`src/rtl/pirq_pkg.sv`:
```
package pirq_pkg;
  localparam int PIN_COUNT   = 8;
  localparam int IRQ_COUNT   = 16;
  localparam int ROUTE_W     = 8;
  localparam int SEL_W       = 4;
  localparam int OFF_BIT     = 7;
  localparam int SHARE_W     = 4;
  localparam logic [IRQ_COUNT-1:0] LINE_OK_MASK = 16'hDEF8;
  localparam logic [ROUTE_W-1:0]   ROUTE_KEEP   = 8'h8F;
  localparam logic [ROUTE_W-1:0]   ROUTE_RESET  = 8'h80;

  // Strip the bits a routing register does not hold.
  function automatic logic [ROUTE_W-1:0] route_clean(input logic [ROUTE_W-1:0] w);
    return w & ROUTE_KEEP;
  endfunction

  // A route drives a line only when enabled and aimed at a permitted line.
  function automatic logic route_live(input logic [ROUTE_W-1:0] r);
    return !r[OFF_BIT] && LINE_OK_MASK[r[SEL_W-1:0]];
  endfunction

  // One-hot image of the line a route drives, or zero.
  function automatic logic [IRQ_COUNT-1:0] route_hot(input logic [ROUTE_W-1:0] r);
    logic [IRQ_COUNT-1:0] v;
    v = '0;
    if (route_live(r)) v[r[SEL_W-1:0]] = 1'b1;
    return v;
  endfunction
endpackage

```
`src/rtl/pirq_route_regs.sv`:
```
module pirq_route_regs
  import pirq_pkg::*;
#(
  parameter int NUM_PINS = PIN_COUNT,
  localparam int IDX_W   = $clog2(NUM_PINS)
) (
  input  logic                         clk,
  input  logic                         rst_n,
  input  logic [IDX_W-1:0]             sel_pin,
  input  logic                         wr_en,
  input  logic [ROUTE_W-1:0]           wr_data,
  output logic [ROUTE_W-1:0]           rd_data,
  output logic [NUM_PINS*ROUTE_W-1:0]  route_flat,
  output logic                         wr_same
);
  logic [ROUTE_W-1:0] route_q [NUM_PINS];
  logic [ROUTE_W-1:0] wr_clean;

  assign wr_clean = route_clean(wr_data);
  assign rd_data  = route_q[sel_pin];
  assign wr_same  = wr_en && (wr_clean == route_q[sel_pin]);

  for (genvar p = 0; p < NUM_PINS; p++) begin : g_reg
    always_ff @(posedge clk or negedge rst_n) begin
      if (!rst_n)
        route_q[p] <= ROUTE_RESET;
      else if (wr_en && (sel_pin == IDX_W'(p)))
        route_q[p] <= wr_clean;
    end
    assign route_flat[p*ROUTE_W +: ROUTE_W] = route_q[p];
  end


  same_write_chk: assert property (@(posedge clk) disable iff (!rst_n)
    wr_same |=> $stable(route_flat));


  write_lands_chk: assert property (@(posedge clk) disable iff (!rst_n)
    (wr_en && !wr_same) |=> !$stable(route_flat));
endmodule

```
`src/rtl/pirq_share_cnt.sv`:
```
module pirq_share_cnt
  import pirq_pkg::*;
#(
  parameter int CNT_W = SHARE_W,
  localparam logic [CNT_W-1:0] CNT_MAX = '1
) (
  input  logic clk,
  input  logic rst_n,
  input  logic up,
  input  logic down,
  output logic busy,
  output logic bad_evt
);
  logic [CNT_W-1:0] cnt_q, cnt_d;
  logic up_only, down_only;

  assign up_only   = up && !down;
  assign down_only = down && !up;

  always_comb begin
    cnt_d   = cnt_q;
    bad_evt = 1'b0;
    if (up_only) begin
      if (cnt_q == CNT_MAX) bad_evt = 1'b1;
      else                  cnt_d   = cnt_q + CNT_W'(1);
    end else if (down_only) begin
      if (cnt_q == '0) bad_evt = 1'b1;
      else             cnt_d   = cnt_q - CNT_W'(1);
    end
  end

  always_ff @(posedge clk or negedge rst_n) begin
    if (!rst_n) cnt_q <= '0;
    else        cnt_q <= cnt_d;
  end

  assign busy = (cnt_q != '0);


  count_up_chk: assert property (@(posedge clk) disable iff (!rst_n)
    (up_only && cnt_q != CNT_MAX) |=> busy);


  cancel_chk: assert property (@(posedge clk) disable iff (!rst_n)
    (up && down) |=> $stable(cnt_q));


  no_wrap_top_chk: assert property (@(posedge clk) disable iff (!rst_n)
    (up_only && cnt_q == CNT_MAX) |=> (cnt_q == CNT_MAX));


  no_wrap_low_chk: assert property (@(posedge clk) disable iff (!rst_n)
    (down_only && cnt_q == '0) |=> !busy);
endmodule

```
`src/rtl/pirq_line_merge.sv`:
```
module pirq_line_merge
  import pirq_pkg::*;
#(
  parameter int NUM_PINS = PIN_COUNT
) (
  input  logic [NUM_PINS*ROUTE_W-1:0] route_flat,
  input  logic [NUM_PINS-1:0]         pin_busy,
  output logic [IRQ_COUNT-1:0]        lines
);
  logic [IRQ_COUNT-1:0] pin_drive [NUM_PINS];

  for (genvar p = 0; p < NUM_PINS; p++) begin : g_drive
    assign pin_drive[p] = pin_busy[p] ? route_hot(route_flat[p*ROUTE_W +: ROUTE_W]) : '0;
  end

  always_comb begin
    lines = '0;
    for (int p = 0; p < NUM_PINS; p++) lines = lines | pin_drive[p];
  end
endmodule

```
`src/rtl/pirq_router.sv`:
```
module pirq_router
  import pirq_pkg::*;
#(
  parameter int NUM_PINS = PIN_COUNT,
  parameter int CNT_W    = SHARE_W,
  localparam int IDX_W   = $clog2(NUM_PINS)
) (
  input  logic                 clk,
  input  logic                 rst_n,
  input  logic [IDX_W-1:0]     reg_pin,
  input  logic                 reg_we,
  input  logic [ROUTE_W-1:0]   reg_wdata,
  output logic [ROUTE_W-1:0]   reg_rdata,
  input  logic [NUM_PINS-1:0]  req_set,
  input  logic [NUM_PINS-1:0]  req_clr,
  output logic [IRQ_COUNT-1:0] irq_lines,
  output logic                 share_err
);
  logic [NUM_PINS*ROUTE_W-1:0] route_flat;
  logic [NUM_PINS-1:0]         pin_busy;
  logic [NUM_PINS-1:0]         pin_bad;
  logic                        wr_same;
  logic                        err_q;

  pirq_route_regs #(.NUM_PINS(NUM_PINS)) regs_i (
    .clk(clk), .rst_n(rst_n), .sel_pin(reg_pin), .wr_en(reg_we),
    .wr_data(reg_wdata), .rd_data(reg_rdata), .route_flat(route_flat),
    .wr_same(wr_same)
  );

  for (genvar p = 0; p < NUM_PINS; p++) begin : g_cnt
    pirq_share_cnt #(.CNT_W(CNT_W)) cnt_i (
      .clk(clk), .rst_n(rst_n), .up(req_set[p]), .down(req_clr[p]),
      .busy(pin_busy[p]), .bad_evt(pin_bad[p])
    );
  end

  pirq_line_merge #(.NUM_PINS(NUM_PINS)) merge_i (
    .route_flat(route_flat), .pin_busy(pin_busy), .lines(irq_lines)
  );

  always_ff @(posedge clk or negedge rst_n) begin
    if (!rst_n) err_q <= 1'b0;
    else        err_q <= err_q | (|pin_bad);
  end
  assign share_err = err_q;


  legal_line_chk: assert property (@(posedge clk) disable iff (!rst_n)
    (irq_lines & ~LINE_OK_MASK) == '0);


  quiet_chk: assert property (@(posedge clk) disable iff (!rst_n)
    (pin_busy == '0) |-> (irq_lines == '0));


  same_write_out_chk: assert property (@(posedge clk) disable iff (!rst_n)
    (wr_same && req_set == '0 && req_clr == '0) |=> $stable(irq_lines));


  err_sticky_chk: assert property (@(posedge clk) disable iff (!rst_n)
    share_err |=> share_err);


  err_raise_chk: assert property (@(posedge clk) disable iff (!rst_n)
    (|pin_bad) |=> share_err);
endmodule

```
`config.mk`:
```
export PLATFORM = sky130hd
export DESIGN_NAME = pirq_router
export DESIGN_NICKNAME = d
export VERILOG_FILES = /design/src/rtl/pirq_pkg.sv /design/src/rtl/pirq_route_regs.sv /design/src/rtl/pirq_share_cnt.sv /design/src/rtl/pirq_line_merge.sv /design/src/rtl/pirq_router.sv
export SDC_FILE = /design/constraint.sdc
export NUM_CORES = 1
export LEC_CHECK = 0
export ABC_AREA = 1
export ABC_CLOCK_PERIOD_IN_PS = 3000
export CAP_MARGIN = 5
export CORE_UTILIZATION = 25
export DETAILED_ROUTE_END_ITERATION = 6
export PLACE_DENSITY_LB_ADDON = 0.08
export SYNTH_ARGS = -nofsm -noshare
export SYNTH_HDL_FRONTEND = slang
export SYNTH_SLANG_ARGS = --single-unit
```
`constraint.sdc`:
```
create_clock -name clk -period 3 [get_ports clk]
set_clock_uncertainty 0.1 [all_clocks]
set_input_delay 0.6 -clock clk [delete_from_list [all_inputs] [get_ports clk]]
set_output_delay 0.6 -clock clk [all_outputs]
set_load 0.02 [all_outputs]
```
==> qor.txt, run 1 <==
Critical Path Source -> regs_i.route_flat[34]$_DFFE_PN0P_
Dpl cell area -> 0.00690 mm2
Post-synthesis instance area -> 0.00599 mm2
CTS H-Tree Depth -> 3
Count of synthesis-stage warnings from yosys -> 0
Leakage power summed over all cells -> 3.49 nW
Min Clock Period, post-route -> 2.89 ns
Violation count after the first detailed-routing iteration -> 348
Vias in the first global route -> 5532
DRC errors left -> 0
Slack of the critical path -> 0.108 ns
CTS tree -> yes
Syn_area_per_cell -> 6.49 um2
Area delta synth->final -> 20.5%
Dominant combinational cell family by area after synthesis -> simple AND/OR/NAND/NOR gates
Top FF cell, synth -> sky130_fd_sc_hd__dfrtp_1
Global router's overall resource usage -> 0.166
CTS Root Buffer Type -> sky130_fd_sc_hd__clkbuf_16
Skew-Pair Late Insertion Delay -> 0.34 ns
Area taken by flip-flops and latches -> 0.00186 mm2
Fin Setup TNS -> 0 ns
Routed via count -> 5875
Final design instance area without fill -> 0.00723 mm2
Power density over the cells -> 734 mW/mm2
Slew @ Worst Pin -> 0.530 ns
Tightest Hold Check Type -> in -> async
Simple-gate portion of the synthesized area -> 0.410
Pins Over Slew Limit -> 0
Maximum vdd drop -> 227 uV
Unrepaired setup endpoints after global routing -> false
Placed wire-length estimate -> 15400 um
Filler instances -> 2599
Cts hold-fix bufs -> 0
Effective utilization at floorplan -> 0.255
Count of input and output buffers -> 43
Maximum clock insertion buffer count -> 2
Synthesized instance count -> 923
Clock transition at the registers of the reported paths -> 0.06 ns
Detail-routed via count per cell -> 4.49
Total inserted antenna cells -> 0
Critical R2R Launch -> g_cnt[1].cnt_i.cnt_q[0]$_DFFE_PN0P_
Initial antenna violation count -> 0
Critical path launch point type -> flip-flop
FF+latch count, synth -> 73
Sinks on the clock net -> 73
Post-route core utilization -> 0.308
Worst EP arrival -> 2.19 ns
Element type at the critical path end -> primary output
Share of cells above drive strength 1 -> 0.101
Die width -> 157 um
Core Area -> 0.0235 mm2
Post-Synth Adder-Cell Area -> 0.0601
Max-slew headroom at the worst pin -> 0.647
Count of distinct cell types in the synthesized netlist -> 31
Outcome -> finished clean
Multi-input combinational cell area -> 0.00368 mm2
Maximum number of pins on one net before global-route repair -> 40
Post-layout net count -> 1039
Power consumption -> 5.31 mW
Share of flip-flops with an asynchronous set or reset after synthesis -> 1.00
Worst slack, placed -> -0.132 ns
EDFF count, synth -> 0
Fin. Hold Viols -> 0
Highest achievable clock rate -> 0.346 GHz
Setup-failing EPs final -> 0
Post-DRT Antenna Nets -> 0
Inserted Clock Buffers -> 9
GR Overflow Total -> 0
Floorplan die area -> 0.0246 mm2
Max Fanout on Critical Path -> 11
Multiplexer share of the synthesized area -> 0.00188
I/O pin count -> 55
Type of the worst setup path -> reg -> out
Routability cong. -> 0.846
Area fraction in compound gates after synthesis -> 0.0887
Detailed-route wire length -> 19300 um
# Max-Cap Violations -> 0
Wirelength per Cell -> 14.8 um
Die span in y -> 157 um
Required time of the worst setup path -> 2.30 ns
Number of standard-cell rows in the floorplan -> 56
First-pass DRT Iterations -> 5
Post-route fraction of the period consumed by the critical path -> 0.964
Xor-xnor portion of the synthesized cell area -> 0.0438
Global-route wire length before repair -> 30900 um
Portion of the post-synthesis area used by sequential elements -> 0.306
[worst max-delay path, stage by stage, from the launching register on]
cell and delay [ns]:
sky130_fd_sc_hd__dfrtp_1 0.46, sky130_fd_sc_hd__buf_4 0.19, sky130_fd_sc_hd__nor2_1 0.12, sky130_fd_sc_hd__a21oi_1 0.08
sky130_fd_sc_hd__buf_4 0.17, sky130_fd_sc_hd__nand4_1 0.09, sky130_fd_sc_hd__nand2_1 0.06, sky130_fd_sc_hd__nor2_1 0.23
sky130_fd_sc_hd__nand2_1 0.12, sky130_fd_sc_hd__dlygate4sd2_1 0.34
[cells in the mapped netlist, types with 6 or more instances]
cell                          n  share of area
sky130_fd_sc_hd__buf_2       11         0.0092
sky130_fd_sc_hd__nor3_1      18          0.015
sky130_fd_sc_hd__buf_4       13          0.016
sky130_fd_sc_hd__xor2_1      18          0.026
sky130_fd_sc_hd__nand4_1     52          0.054
sky130_fd_sc_hd__dfstp_2      8          0.035
sky130_fd_sc_hd__o21ai_0     60          0.050
sky130_fd_sc_hd__inv_1       88          0.055
sky130_fd_sc_hd__o2111ai_1    9          0.013
sky130_fd_sc_hd__nand2_1    307           0.19
sky130_fd_sc_hd__o21ai_1      6         0.0050
sky130_fd_sc_hd__nand2_2      9         0.0094
sky130_fd_sc_hd__ha_1        16          0.033
sky130_fd_sc_hd__dfrtp_1     65           0.27
sky130_fd_sc_hd__nand3_1     47          0.039
sky130_fd_sc_hd__xnor2_1     12          0.018
sky130_fd_sc_hd__fa_1         8          0.027
sky130_fd_sc_hd__nor2_1     133          0.083
sky130_fd_sc_hd__a21oi_1     18          0.015
[stage by stage]
stage,hold WS (ns),cells
after floorplan,0.204,930
final,0.130,1309
after global placement,0.382,1293
after global routing,0.165,1309
after detailed placement,0.385,1293
after CTS,0.147,1309
[placed cells by master, fill, tap and decap left out, types with 3 or more instances in the layout]
master and instances:
sky130_fd_sc_hd__nand2_1 307, sky130_fd_sc_hd__nor2_1 131, sky130_fd_sc_hd__inv_1 88, sky130_fd_sc_hd__o21ai_0 60
sky130_fd_sc_hd__nand4_1 52, sky130_fd_sc_hd__dfrtp_1 50, sky130_fd_sc_hd__nand3_1 43, sky130_fd_sc_hd__buf_4 31
sky130_fd_sc_hd__clkdlybuf4s50_1 26, sky130_fd_sc_hd__nor3_1 18, sky130_fd_sc_hd__a21oi_1 18, sky130_fd_sc_hd__xor2_1 18
sky130_fd_sc_hd__ha_1 16, sky130_fd_sc_hd__dlygate4sd2_1 16, sky130_fd_sc_hd__dfrtp_2 15, sky130_fd_sc_hd__xnor2_1 12
sky130_fd_sc_hd__nand2_2 9, sky130_fd_sc_hd__o2111ai_1 9, sky130_fd_sc_hd__clkbuf_16 9, sky130_fd_sc_hd__fa_1 8
sky130_fd_sc_hd__conb_1 8, sky130_fd_sc_hd__dfstp_2 8, sky130_fd_sc_hd__o21ai_1 6, sky130_fd_sc_hd__nor2_2 5
sky130_fd_sc_hd__nand3_2 5, sky130_fd_sc_hd__nor2_4 3, sky130_fd_sc_hd__nand3b_1 3, sky130_fd_sc_hd__or2_2 3
[final timing paths]
check,end,slack [ns],depth (start not counted)
worst min register to register,regs_i.route_flat[31]$_DFFE_PN1P_,0.39,2
worst max register to register,share_err$_DFF_PN0_,1.36,7
worst max-delay path,irq_lines[5],0.11,9
max in group asynchronous,regs_i.route_flat[23]$_DFFE_PN1P_,1.99,2
worst min-delay path,g_cnt[6].cnt_i.cnt_q[1]$_DFFE_PN0P_,0.13,1
min in group clk,regs_i.route_flat[31]$_DFFE_PN1P_,0.39,2
[where the power goes]
| group | switching (mW) | internal [mW] | total, mW |
|---|---|---|---|
| registers | 0.492 | 1.34 | 1.83 |
| logic | 1.44 | 0.939 | 2.38 |
| clock network | 0.455 | 0.647 | 1.10 |
| total | 2.38 | 2.92 | 5.31 |
[registers in the layout (all words and copies together), names as in the netlist]
register,count
share_err,1
g_cnt.cnt_i.cnt_q,32
regs_i.route_flat,40
[what timing repair did]
item,4_1_cts,5_1_grt
buffers inserted,0,0
gates cloned,0,0
resized for setup,36,2
endpoints found under the setup margin,16,2
[cell families after synthesis]
logic type | Yosys count
AOI/OAI and AO/OA | 95
xor gates and xnor gates | 30
adders and majority gates | 24
buffers and inverters | 120
DFF | 73
muxes | 1
other | 1
and+or+nand+nor | 579
[layout make-up]
| class | instances | area share |
|---|---|---|
| multi-input combinational | 737 | 0.510 |
| inverter | 90 | 0.0468 |
| tap | 319 | 0.0552 |
| sequential | 73 | 0.257 |
| clock buffer | 10 | 0.0317 |
| timing repair buffer | 74 | 0.0904 |
| clock inverter | 6 | 0.00935 |
[metal layers]
| metal | wire [um] | global-route usage | part of all wire | vias to the layer above |
|---|---|---|---|---|
| met4 | 274 | 0.0430 | 0.014 | 0 |
| met3 | 687 | 0.0241 | 0.036 | 12 |
| met5 | 0 | 0 | 0 | - |
| met1 | 10000 | 0.242 | 0.52 | 2681 |
| met2 | 8380 | 0.254 | 0.43 | 90 |
| li1 | - | - | - | 3092 |
No activity file was read; power rests on OpenSTA's default activity.
==> run 2, diff against run 1 <==
Settings changed: TNS_END_PERCENT set to 1.
==> run 2 against run 1 <==
Flip-flop and latch count did not move. Wire length barely moved. Sequential share of layout area is essentially flat.
==> qor.txt, run 2 (synthesis gave the netlist of run 1 again) <==
Outcome -> finished clean (unchanged)
Max-slew headroom at the worst pin -> 0.647 (about the same)
Number of cells on the worst reg-to-reg path -> 7 (unchanged)
Sinks on the clock net -> 73 (unchanged)
Inserted Clock Buffers -> 9 (unchanged)
CTS H-Tree Depth -> 3 (unchanged)
Final instance count without filler cells -> 1309 (unchanged)
First-pass DRT Iterations -> 5 (unchanged)
Max Fanout on Critical Path -> 11 (unchanged)
Slew @ Worst Pin -> 0.530 ns (about the same)
Total inserted antenna cells -> 0 (unchanged)
Required time of the worst setup path -> 2.30 ns (about the same)
Area delta synth->final -> 20.6% (was 20.5%)
Post-layout net count -> 1039 (unchanged)
Clock transition at the registers of the reported paths -> 0.06 ns (about the same)
Effective utilization at floorplan -> 0.255 (unchanged)
Power density over the cells -> 734 mW/mm2 (about the same)
Floorplan die area -> 0.0246 mm2 (unchanged)
Wirelength per Cell -> 14.8 um (about the same)
Placed wire-length estimate -> 15400 um (unchanged)
Tightest Hold Check Type -> in -> async (unchanged)
Critical path launch point type -> flip-flop (unchanged)
Fin Setup TNS -> 0 ns (unchanged)
Most used cells in the layout excluding fill and tap cells -> 307 x sky130_fd_sc_hd__nand2_1, 131 x sky130_fd_sc_hd__nor2_1, 88 x sky130_fd_sc_hd__inv_1 (unchanged)
Min Clock Period, post-route -> 2.89 ns (unchanged)
Critical Path Source -> regs_i.route_flat[34]$_DFFE_PN0P_ (unchanged)
Routed via count -> 5875 (unchanged)
DRC errors left -> 0 (unchanged)
Routability cong. -> 0.846 (unchanged)
Post-Place Cells -> 1293 (unchanged)
Pins Over Slew Limit -> 0 (unchanged)
Maximum number of pins on one net before global-route repair -> 40 (unchanged)
Initial antenna violation count -> 0 (unchanged)
Post-route fraction of the period consumed by the critical path -> 0.964 (unchanged)
Core Area -> 0.0235 mm2 (unchanged)
Leakage power summed over all cells -> 3.50 nW (was 3.49 nW)
Critical R2R Launch -> g_cnt[1].cnt_i.cnt_q[0]$_DFFE_PN0P_ (unchanged)
Number of standard-cell rows in the floorplan -> 56 (unchanged)
Type of the worst setup path -> reg -> out (unchanged)
Detailed-route wire length -> 19300 um (about the same)
Share of cells above drive strength 1 -> 0.101 (unchanged)
Most common cell after layout, fill and taps aside -> sky130_fd_sc_hd__nand2_1 (unchanged)
Detail-routed via count per cell -> 4.49 (unchanged)
Violation count after the first detailed-routing iteration -> 347 (was 348)
CTS Root Buffer Type -> sky130_fd_sc_hd__clkbuf_16 (unchanged)
Fin. Hold Viols -> 0 (unchanged)
Maximum vdd drop -> 227 uV (unchanged)
Worst EP arrival -> 2.19 ns (about the same)
I/O pin count -> 55 (unchanged)
Global-route wire length before repair -> 30900 um (unchanged)
Die width -> 157 um (unchanged)
Die span in y -> 157 um (unchanged)
CTS tree -> yes (unchanged)
Element type at the critical path end -> primary output (unchanged)
Post-DRT Antenna Nets -> 0 (unchanged)
Max FFs per register -> 40 (unchanged)
Maximum clock insertion buffer count -> 2 (unchanged)
Count of input and output buffers -> 43 (unchanged)
Global router's overall resource usage -> 0.166 (unchanged)
Post-route core utilization -> 0.308 (about the same)
GR Overflow Total -> 0 (unchanged)
Unrepaired setup endpoints after global routing -> false (unchanged)
Skew-Pair Late Insertion Delay -> 0.34 ns (about the same)
Highest achievable clock rate -> 0.346 GHz (unchanged)
# Max-Cap Violations -> 0 (unchanged)
Setup-failing EPs final -> 0 (unchanged)
Vias in the first global route -> 5532 (unchanged)
## run 2: cell count changes in the layout (fill, tap and decap cells not counted)
| cell | delta |
|---|---|
| sky130_fd_sc_hd__dlygate4sd2_1 | -1 |
| sky130_fd_sc_hd__dlymetal6s2s_1 | +1 |
## run 2: path summary, 6_finish.rpt
kind / endpoint / slack (ns)
hold / removal: g_cnt[6].cnt_i.cnt_q[1]$_DFFE_PN0P_ / 0.13
max in group asynchronous: regs_i.route_flat[23]$_DFFE_PN1P_ / 1.99
hold reg to reg: regs_i.route_flat[31]$_DFFE_PN1P_ / 0.39
setup reg to reg: share_err$_DFF_PN0_ / 1.36
setup / recovery: irq_lines[5] / 0.11
min in group clk: regs_i.route_flat[31]$_DFFE_PN1P_ / 0.39
## run 2: stage by stage
stage	setup slack (ns)	instance area, um2	hold slack (ns)	power (mW)
5_1_grt	0.000638	7230	0.165	5.82
2_1_floorplan	0.843	6020	0.204	3.46
3_3_place_gp	-0.128	6900	0.382	4.27
3_5_place_dp	-0.132	6900	0.385	4.25
4_1_cts	-0.0451	7220	0.147	5.37
6_report	0.108	7230	0.130	5.31
## run 2: area by class of cell
class	instances	area, um2
fillers	2599	16200
inverters	90	338
multi-input cells	737	3680
clock inverters	6	67.6
well taps	319	399
repair buffers	74	657
clock buffers	10	229
flip-flops and latches	73	1860
## run 2: repair_timing
action                                  4_1_cts  5_1_grt
gates resized for setup                      35        3
endpoints found under the hold margin         0        0
endpoints found under the setup margin       16        3
hold buffers                                  0        0
gates cloned                                  0        0
pin swaps                                     0        0
setup buffers                                 0        0
## run 2: power breakdown
group          leakage [nW]  switching [mW]  total, mW  internal [mW]
logic                  2.51            1.44       2.38          0.940
registers             0.854           0.492       1.83           1.34
clock network         0.139           0.455       1.10          0.647
total                  3.50            2.38       5.31           2.92
## run 2: metal layers
| metal | wire length (um) | track usage | vias up |
|---|---|---|---|
| met3 | 689 | 0.0241 | 12 |
| met4 | 274 | 0.0430 | 0 |
| met1 | 10000 | 0.242 | 2681 |
| met5 | 0 | 0 | - |
| li1 | - | - | 3092 |
| met2 | 8380 | 0.254 | 90 |
## run 2: worst max-delay path: stages (launching register included)
cell and delay (ns):
sky130_fd_sc_hd__dfrtp_1 0.46, sky130_fd_sc_hd__buf_4 0.19, sky130_fd_sc_hd__nor2_1 0.12, sky130_fd_sc_hd__a21oi_1 0.08, sky130_fd_sc_hd__buf_4 0.17, sky130_fd_sc_hd__nand4_1 0.09
sky130_fd_sc_hd__nand2_1 0.06, sky130_fd_sc_hd__nor2_1 0.23, sky130_fd_sc_hd__nand2_1 0.12, sky130_fd_sc_hd__dlygate4sd2_1 0.34
